==> config.mk <==
export PLATFORM = sky130hd
export DESIGN_NAME = pit_channel
export DESIGN_NICKNAME = d
export VERILOG_FILES = /design/src/rtl/pit_pkg.sv /design/src/rtl/pit_wr_seq.sv /design/src/rtl/pit_edge.sv /design/src/rtl/pit_core.sv /design/src/rtl/pit_rd.sv /design/src/rtl/pit_channel.sv
export SDC_FILE = /design/constraint.sdc
export NUM_CORES = 1
export LEC_CHECK = 0
export ABC_CLOCK_PERIOD_IN_PS = 5100
export BUFFER_PORTS_ARGS = -buffer_cell sky130_fd_sc_hd__buf_2
export CORE_ASPECT_RATIO = 1.75
export CORE_MARGIN = 3
export CORE_UTILIZATION = 56
export DETAILED_ROUTE_END_ITERATION = 8
export PLACE_DENSITY = 0.88
export SETUP_SLACK_MARGIN = 0.2
export SLEW_MARGIN = 20
export SYNTH_ARGS = -nofsm -noshare
export SYNTH_HDL_FRONTEND = slang
export SYNTH_SLANG_ARGS = --single-unit
==> constraint.sdc <==
create_clock -name clk -period 5.1 [get_ports clk]
set_clock_uncertainty 0.05 [all_clocks]
set_input_delay 1.02 -clock clk [delete_from_list [all_inputs] [get_ports clk]]
set_output_delay 1.02 -clock clk [all_outputs]
set_load 0.02 [all_outputs]
==> src/rtl/pit_pkg.sv <==
package pit_pkg;

    parameter int BYTE_W = 8;
    parameter int CNT_W  = 2 * BYTE_W;

    typedef enum logic [2:0] {
        MD_TERM = 3'b000,
        MD_RATE = 3'b010,
        MD_STRB = 3'b100
    } mode_e;

    typedef enum logic [1:0] {
        RL_NONE = 2'b00,
        RL_LO   = 2'b01,
        RL_HI   = 2'b10,
        RL_BOTH = 2'b11
    } rl_e;

    typedef struct packed {
        logic [1:0] sel;
        rl_e        rl;
        logic [2:0] mode;
        logic       bcd;
    } ctrl_t;

    typedef struct packed {
        mode_e mode;
        rl_e   rl;
    } cfg_t;

    function automatic logic ctrl_ok(input ctrl_t c);
        logic mode_ok;
        mode_ok = (c.mode == 3'b000) || (c.mode == 3'b010) || (c.mode == 3'b100);
        return (c.sel == 2'b00) && (c.rl != RL_NONE) && !c.bcd && mode_ok;
    endfunction

    function automatic logic idle_level(input mode_e m);
        return m != MD_TERM;
    endfunction

endpackage

==> src/rtl/pit_wr_seq.sv <==
module pit_wr_seq
    import pit_pkg::*;
(
    input  logic              clk,
    input  logic              rst,
    input  logic              wr_en,
    input  logic              wr_sel,
    input  logic [BYTE_W-1:0] wr_data,
    output cfg_t              cfg,
    output logic              mode_set,
    output mode_e             set_mode,
    output logic              cnt_done,
    output logic              cnt_hold,
    output logic [CNT_W-1:0]  cnt_reg
);
    ctrl_t cw;
    logic  hi_next;
    logic  cnt_wr;

    assign cw       = ctrl_t'(wr_data);
    assign mode_set = wr_en && wr_sel && ctrl_ok(cw);
    assign set_mode = mode_e'(cw.mode);
    assign cnt_wr   = wr_en && !wr_sel;
    assign cnt_hold = cnt_wr && (cfg.rl == RL_BOTH) && !hi_next;
    assign cnt_done = cnt_wr && ((cfg.rl == RL_LO) || (cfg.rl == RL_HI) ||
                                 ((cfg.rl == RL_BOTH) && hi_next));

    always_ff @(posedge clk) begin
        if (rst) begin
            cfg     <= '{mode: MD_TERM, rl: RL_BOTH};
            cnt_reg <= '0;
            hi_next <= 1'b0;
        end else if (mode_set) begin
            cfg.mode <= set_mode;
            cfg.rl   <= cw.rl;
            hi_next  <= 1'b0;
        end else if (cnt_wr) begin
            case (cfg.rl)
                RL_LO: cnt_reg <= {{(CNT_W-BYTE_W){1'b0}}, wr_data};
                RL_HI: cnt_reg <= {wr_data, {(CNT_W-BYTE_W){1'b0}}};
                RL_BOTH: begin
                    if (!hi_next) cnt_reg[BYTE_W-1:0]     <= wr_data;
                    else          cnt_reg[CNT_W-1:BYTE_W] <= wr_data;
                    hi_next <= !hi_next;
                end
                default: ;
            endcase
        end
    end
endmodule

==> src/rtl/pit_edge.sv <==
module pit_edge (
    input  logic clk,
    input  logic rst,
    input  logic lvl,
    output logic rise,
    output logic fall
);
    logic prev;

    always_ff @(posedge clk) begin
        if (rst) prev <= 1'b0;
        else     prev <= lvl;
    end

    assign rise = lvl && !prev;
    assign fall = !lvl && prev;
endmodule

==> src/rtl/pit_core.sv <==
module pit_core
    import pit_pkg::*;
(
    input  logic             clk,
    input  logic             rst,
    input  mode_e            mode,
    input  logic             mode_set,
    input  mode_e            set_mode,
    input  logic             cnt_done,
    input  logic             cnt_hold,
    input  logic [CNT_W-1:0] cnt_reg,
    input  logic             rise,
    input  logic             fall,
    output logic [CNT_W-1:0] ce,
    output logic             run,
    output logic             pend,
    output logic             out_q
);
    localparam logic [CNT_W-1:0] ONE = CNT_W'(1);
    localparam logic [CNT_W-1:0] TWO = CNT_W'(2);

    logic             saw_rise;
    logic             strobed;
    logic [CNT_W-1:0] ce_dec;

    assign ce_dec = ce - ONE;

    always_ff @(posedge clk) begin
        if (rst) begin
            ce       <= '0;
            run      <= 1'b0;
            pend     <= 1'b0;
            saw_rise <= 1'b0;
            strobed  <= 1'b0;
            out_q    <= 1'b0;
        end else if (mode_set) begin
            run      <= 1'b0;
            pend     <= 1'b0;
            saw_rise <= 1'b0;
            strobed  <= 1'b0;
            out_q    <= idle_level(set_mode);
        end else if (cnt_hold) begin
            run      <= 1'b0;
            pend     <= 1'b0;
            saw_rise <= 1'b0;
        end else if (cnt_done) begin
            pend     <= 1'b1;
            saw_rise <= 1'b0;
            if (mode == MD_TERM) out_q <= 1'b0;
        end else begin
            if (rise && pend) saw_rise <= 1'b1;
            if (fall) begin
                if (pend && saw_rise) begin
                    ce       <= cnt_reg;
                    run      <= 1'b1;
                    pend     <= 1'b0;
                    saw_rise <= 1'b0;
                    strobed  <= 1'b0;
                    out_q    <= idle_level(mode);
                end else if (run) begin
                    case (mode)
                        MD_RATE: begin
                            if (ce == ONE) begin
                                ce    <= cnt_reg;
                                out_q <= 1'b1;
                            end else begin
                                ce    <= ce_dec;
                                out_q <= (ce != TWO);
                            end
                        end
                        MD_STRB: begin
                            ce <= ce_dec;
                            if (ce == ONE && !strobed) begin
                                out_q   <= 1'b0;
                                strobed <= 1'b1;
                            end else begin
                                out_q <= 1'b1;
                            end
                        end
                        default: begin
                            ce <= ce_dec;
                            if (ce == ONE) out_q <= 1'b1;
                        end
                    endcase
                end
            end
        end
    end
endmodule

==> src/rtl/pit_rd.sv <==
module pit_rd
    import pit_pkg::*;
(
    input  logic              clk,
    input  logic              rst,
    input  logic              rd_en,
    input  logic              mode_set,
    input  rl_e               rl,
    input  logic [CNT_W-1:0]  ce,
    output logic [BYTE_W-1:0] rd_data
);
    logic hi_sel;

    always_ff @(posedge clk) begin
        if (rst || mode_set)              hi_sel <= 1'b0;
        else if (rd_en && rl == RL_BOTH)  hi_sel <= !hi_sel;
    end

    always_comb begin
        case (rl)
            RL_HI:   rd_data = ce[CNT_W-1:BYTE_W];
            RL_BOTH: rd_data = hi_sel ? ce[CNT_W-1:BYTE_W] : ce[BYTE_W-1:0];
            default: rd_data = ce[BYTE_W-1:0];
        endcase
    end
endmodule

==> src/rtl/pit_channel.sv <==
module pit_channel
    import pit_pkg::*;
(
    input  logic        clk,
    input  logic        rst,
    input  logic        wr_en,
    input  logic        wr_sel,
    input  logic [7:0]  wr_data,
    input  logic        rd_en,
    output logic [7:0]  rd_data,
    input  logic        cnt_clk,
    output logic        out_q
);
    cfg_t             cfg_q;
    logic             mode_set;
    mode_e            set_mode;
    logic             cnt_done;
    logic             cnt_hold;
    logic [CNT_W-1:0] cnt_reg;
    logic             cnt_rise;
    logic             cnt_fall;
    logic [CNT_W-1:0] ce_q;
    logic             run_q;
    logic             pend_q;
    logic [2:0]       mode_bits;

    assign mode_bits = cfg_q.mode;

    pit_wr_seq u_wr (
        .clk(clk), .rst(rst), .wr_en(wr_en), .wr_sel(wr_sel), .wr_data(wr_data),
        .cfg(cfg_q), .mode_set(mode_set), .set_mode(set_mode),
        .cnt_done(cnt_done), .cnt_hold(cnt_hold), .cnt_reg(cnt_reg)
    );

    pit_edge u_edge (
        .clk(clk), .rst(rst), .lvl(cnt_clk), .rise(cnt_rise), .fall(cnt_fall)
    );

    pit_core u_core (
        .clk(clk), .rst(rst), .mode(cfg_q.mode), .mode_set(mode_set),
        .set_mode(set_mode), .cnt_done(cnt_done), .cnt_hold(cnt_hold),
        .cnt_reg(cnt_reg), .rise(cnt_rise), .fall(cnt_fall),
        .ce(ce_q), .run(run_q), .pend(pend_q), .out_q(out_q)
    );

    pit_rd u_rd (
        .clk(clk), .rst(rst), .rd_en(rd_en), .mode_set(mode_set),
        .rl(cfg_q.rl), .ce(ce_q), .rd_data(rd_data)
    );
endmodule

==> metrics.yaml <==
cells_and_area:
  areaGrowthSynthToFinish_pct: 8.90
  multi_input_area_sq_um: 1500
  diodes: 0
  layout-drive-gt1-share_pct: 13.5
  seqCellArea_sq_um: 901
  fin_cells: 374
  final.fill_count: 359
  fin_util_pct: 65.2
  nets: 344
synthesis:
  syn_area_sq_um: 2530
  synth_ff_type: "dfxtp_1"
  syn_inst: 313
  synth_nets: 333
  seq_area_frac_synth_pct: 35.6
  async_flop_share_pct: 0
  yosysUniqueCellTypes: 58
  synth_edf_count: 0
  synth.avg_cell_area_sq_um: 8.08
  ys_seq_elements: 45
  yosysWarnings: 0
route:
  drt_drc_violations_left: 0
  post_drt_wl_per_cell_um: 18.5
  ant_nets: 0
  dr_total_vias: 2544
  routed_wl_um: 6920
  vias_per_cell: 6.80
  drt_iter0_drc: 149
  drt_pass1_iterations: 5
worst_setup_path:
  cpMaxStageDelayCell: "or2_2"
  path_buf_inv: 2
  criticalPathCategory: "reg2out"
  cpPeakStageDelay_ps: 390
  worstPathCellList: "inv_1, ha_1, or2_2, o21ai_1, a22o_1, buf_2"
  crit_required_ps: 4030
  crit_fanout: 9
  crit_family: "compound AO/OA/AOI/OAI gates"
  arrival_ps: 2100
  setup.worst_path.start_class: "flip-flop"
  cp-end-kind: "output pin"
sta:
  tns_ps: 0
  period_share_pct: 62.1
  tightest_slew_ps: 927
  rsz0062_at_grt: "no"
  slew_headroom_pct: 38.2
  finalSetupViolCount: 0
  final-hold-violation-count: 0
  finalCriticalPeriod_ps: 3170
  final_max_slew_viol_count: 0
  fmax_mhz: 316
placed_design:
  numPortBuffers: 22
  place_congestion: 0.919
  dp.cells: 366
  dpl.hpwl_um: 4900
cts:
  clock_latency_ps: 310
  cts_setup_buffers: 0
  cts_sinks: 45
  numCtsBuffers: 5
  cts_tree: "built"
  clk_pin_slew_ps: 90
  cts_buffer_depth: 2
  hold_buffers: 0
  cts-root-buf: "clkbuf_8"
  htreeDepth: 2
  postCtsResizedCells: 0
floorplan:
  coreArea_sq_um: 4230
  start_util_pct: 59.8
  dieArea_sq_um: 5390
  num_rows: 31
  ios: 23
  die_y_um: 94.9
  die_w_um: 56.8
global_route:
  antenna_found_initial: 0
  overflow: 0
  grt_pass1_vias: 2489
  grt.total_usage_pct: 27.2
  grt_pass1_wl_um: 11600
  grt_start_max_net_pins: 32
power_and_ir_drop:
  power_leakage_nw: 1.14
  power_density_nw_per_um2: 272
  max-vdd-ir-drop_uv: 226
  finalPower_uw: 749
run:
  maxCapViolations: 0
outcome:
  status: "finished, final reports clean"
min_path:
  hold_path_class: "reg2reg"
logic make-up after synthesis:
kind of cell	synth area share, %
AND/OR/NAND/NOR	27.6
AO/OA/AOI/OAI	23.7
flip-flops	35.6
buffers and inverters	4.95
multiplexers	4.10
adder cells (fa/ha/maj)	2.97
XOR/XNOR	1.04
cell usage in the layout, fill, tap and decap left out, drive strengths merged, types with 2 or more instances in the layout:
cell type	count
o21ai	14
a21oi	25
a22o	8
and4	2
or4	4
and3	3
a32o	4
nand2	36
ha	6
nand4	2
and2	3
nor2	16
a211o	4
o41ai	2
nor2b	5
or2	2
buf	22
clkbuf	5
inv	12
o22ai	7
bufinv	2
dfxtp	45
o32ai	2
a211oi	4
nor4	10
a21o	2
xor2	3
mux2i	7
nor3	15
nand3	28
o31ai	2
a31oi	3
mux2	3
o211ai	3
metal layers:
layer	global-route usage [%]	up-vias	part of all wire, %
met1	30.8	1167	38
li1	-	1196	-
met5	0	-	0
met3	4.79	32	8.0
met2	47.0	149	50
met4	15.9	0	4.8
where the power goes:
part	total [mW]	internal, mW	switching, mW
combinational	0.0501	0.0165	0.0335
clock	0.334	0.197	0.136
sequential	0.365	0.359	0.00621
total	0.749	0.573	0.176
worst min-delay path, cell delays in order (launching register included):
cell and delay (ps):
dfxtp_1 320, nand2_1 50, a21oi_1 50
through the flow:
| stage | hold slack [ps] | setup WS (ps) | area (sq um) |
|---|---|---|---|
| 2_1_floorplan | 378 | 2380 | 2530 |
| 3_3_place_gp | 388 | 2020 | 2620 |
| 5_1_grt | 431 | 1810 | 2760 |
| 3_5_place_dp | 393 | 1920 | 2620 |
| 6_report | 403 | 1930 | 2760 |
| 4_1_cts | 404 | 1950 | 2760 |
worst paths after layout:
check             startpoint         endpoint  slack (ps)  cells past startpoint
max reg2reg     u_core.ce[1]     u_core.ce[6]        2540                      6
min          u_wr.cnt_reg[5]  u_wr.cnt_reg[5]         400                      2
min reg2reg  u_wr.cnt_reg[5]  u_wr.cnt_reg[5]         400                      2
max              u_wr.cfg[0]       rd_data[0]        1930                      6
cell usage after synthesis, types with 3 or more instances:
cell,n,area [sq um]
mux2i_1,7,70.1
dfxtp_1,45,901
o211ai_1,3,22.5
clkbuf_1,12,45.0
ha_1,6,75.1
nand3_1,28,140
nor2_1,16,60.1
nand2_1,35,131
a31oi_1,3,18.8
o21ai_0,6,30.0
buf_2,4,20.0
a21oi_1,24,120
or4_4,3,33.8
a211oi_1,3,22.5
nor4_1,8,50.1
a32o_1,4,40.0
a211o_1,4,35.0
and2_1,3,18.8
o22ai_1,6,37.5
a22o_1,8,70.1
and3_1,3,18.8
o21ai_1,8,40.0
inv_1,11,41.3
xor2_1,3,26.3
nor2b_1,5,31.3
nor3_1,15,75.1
cell type report:
cell class | instances | share of cell area [%]
clock buffer | 5 | 2.50
tap | 49 | 2.23
timing repair buffer | 22 | 4.00
multi-input combinational | 239 | 54.6
sequential | 45 | 32.7
clock inverter | 3 | 2.50
inverter | 11 | 1.50
(Power assumes the default switching activity.)
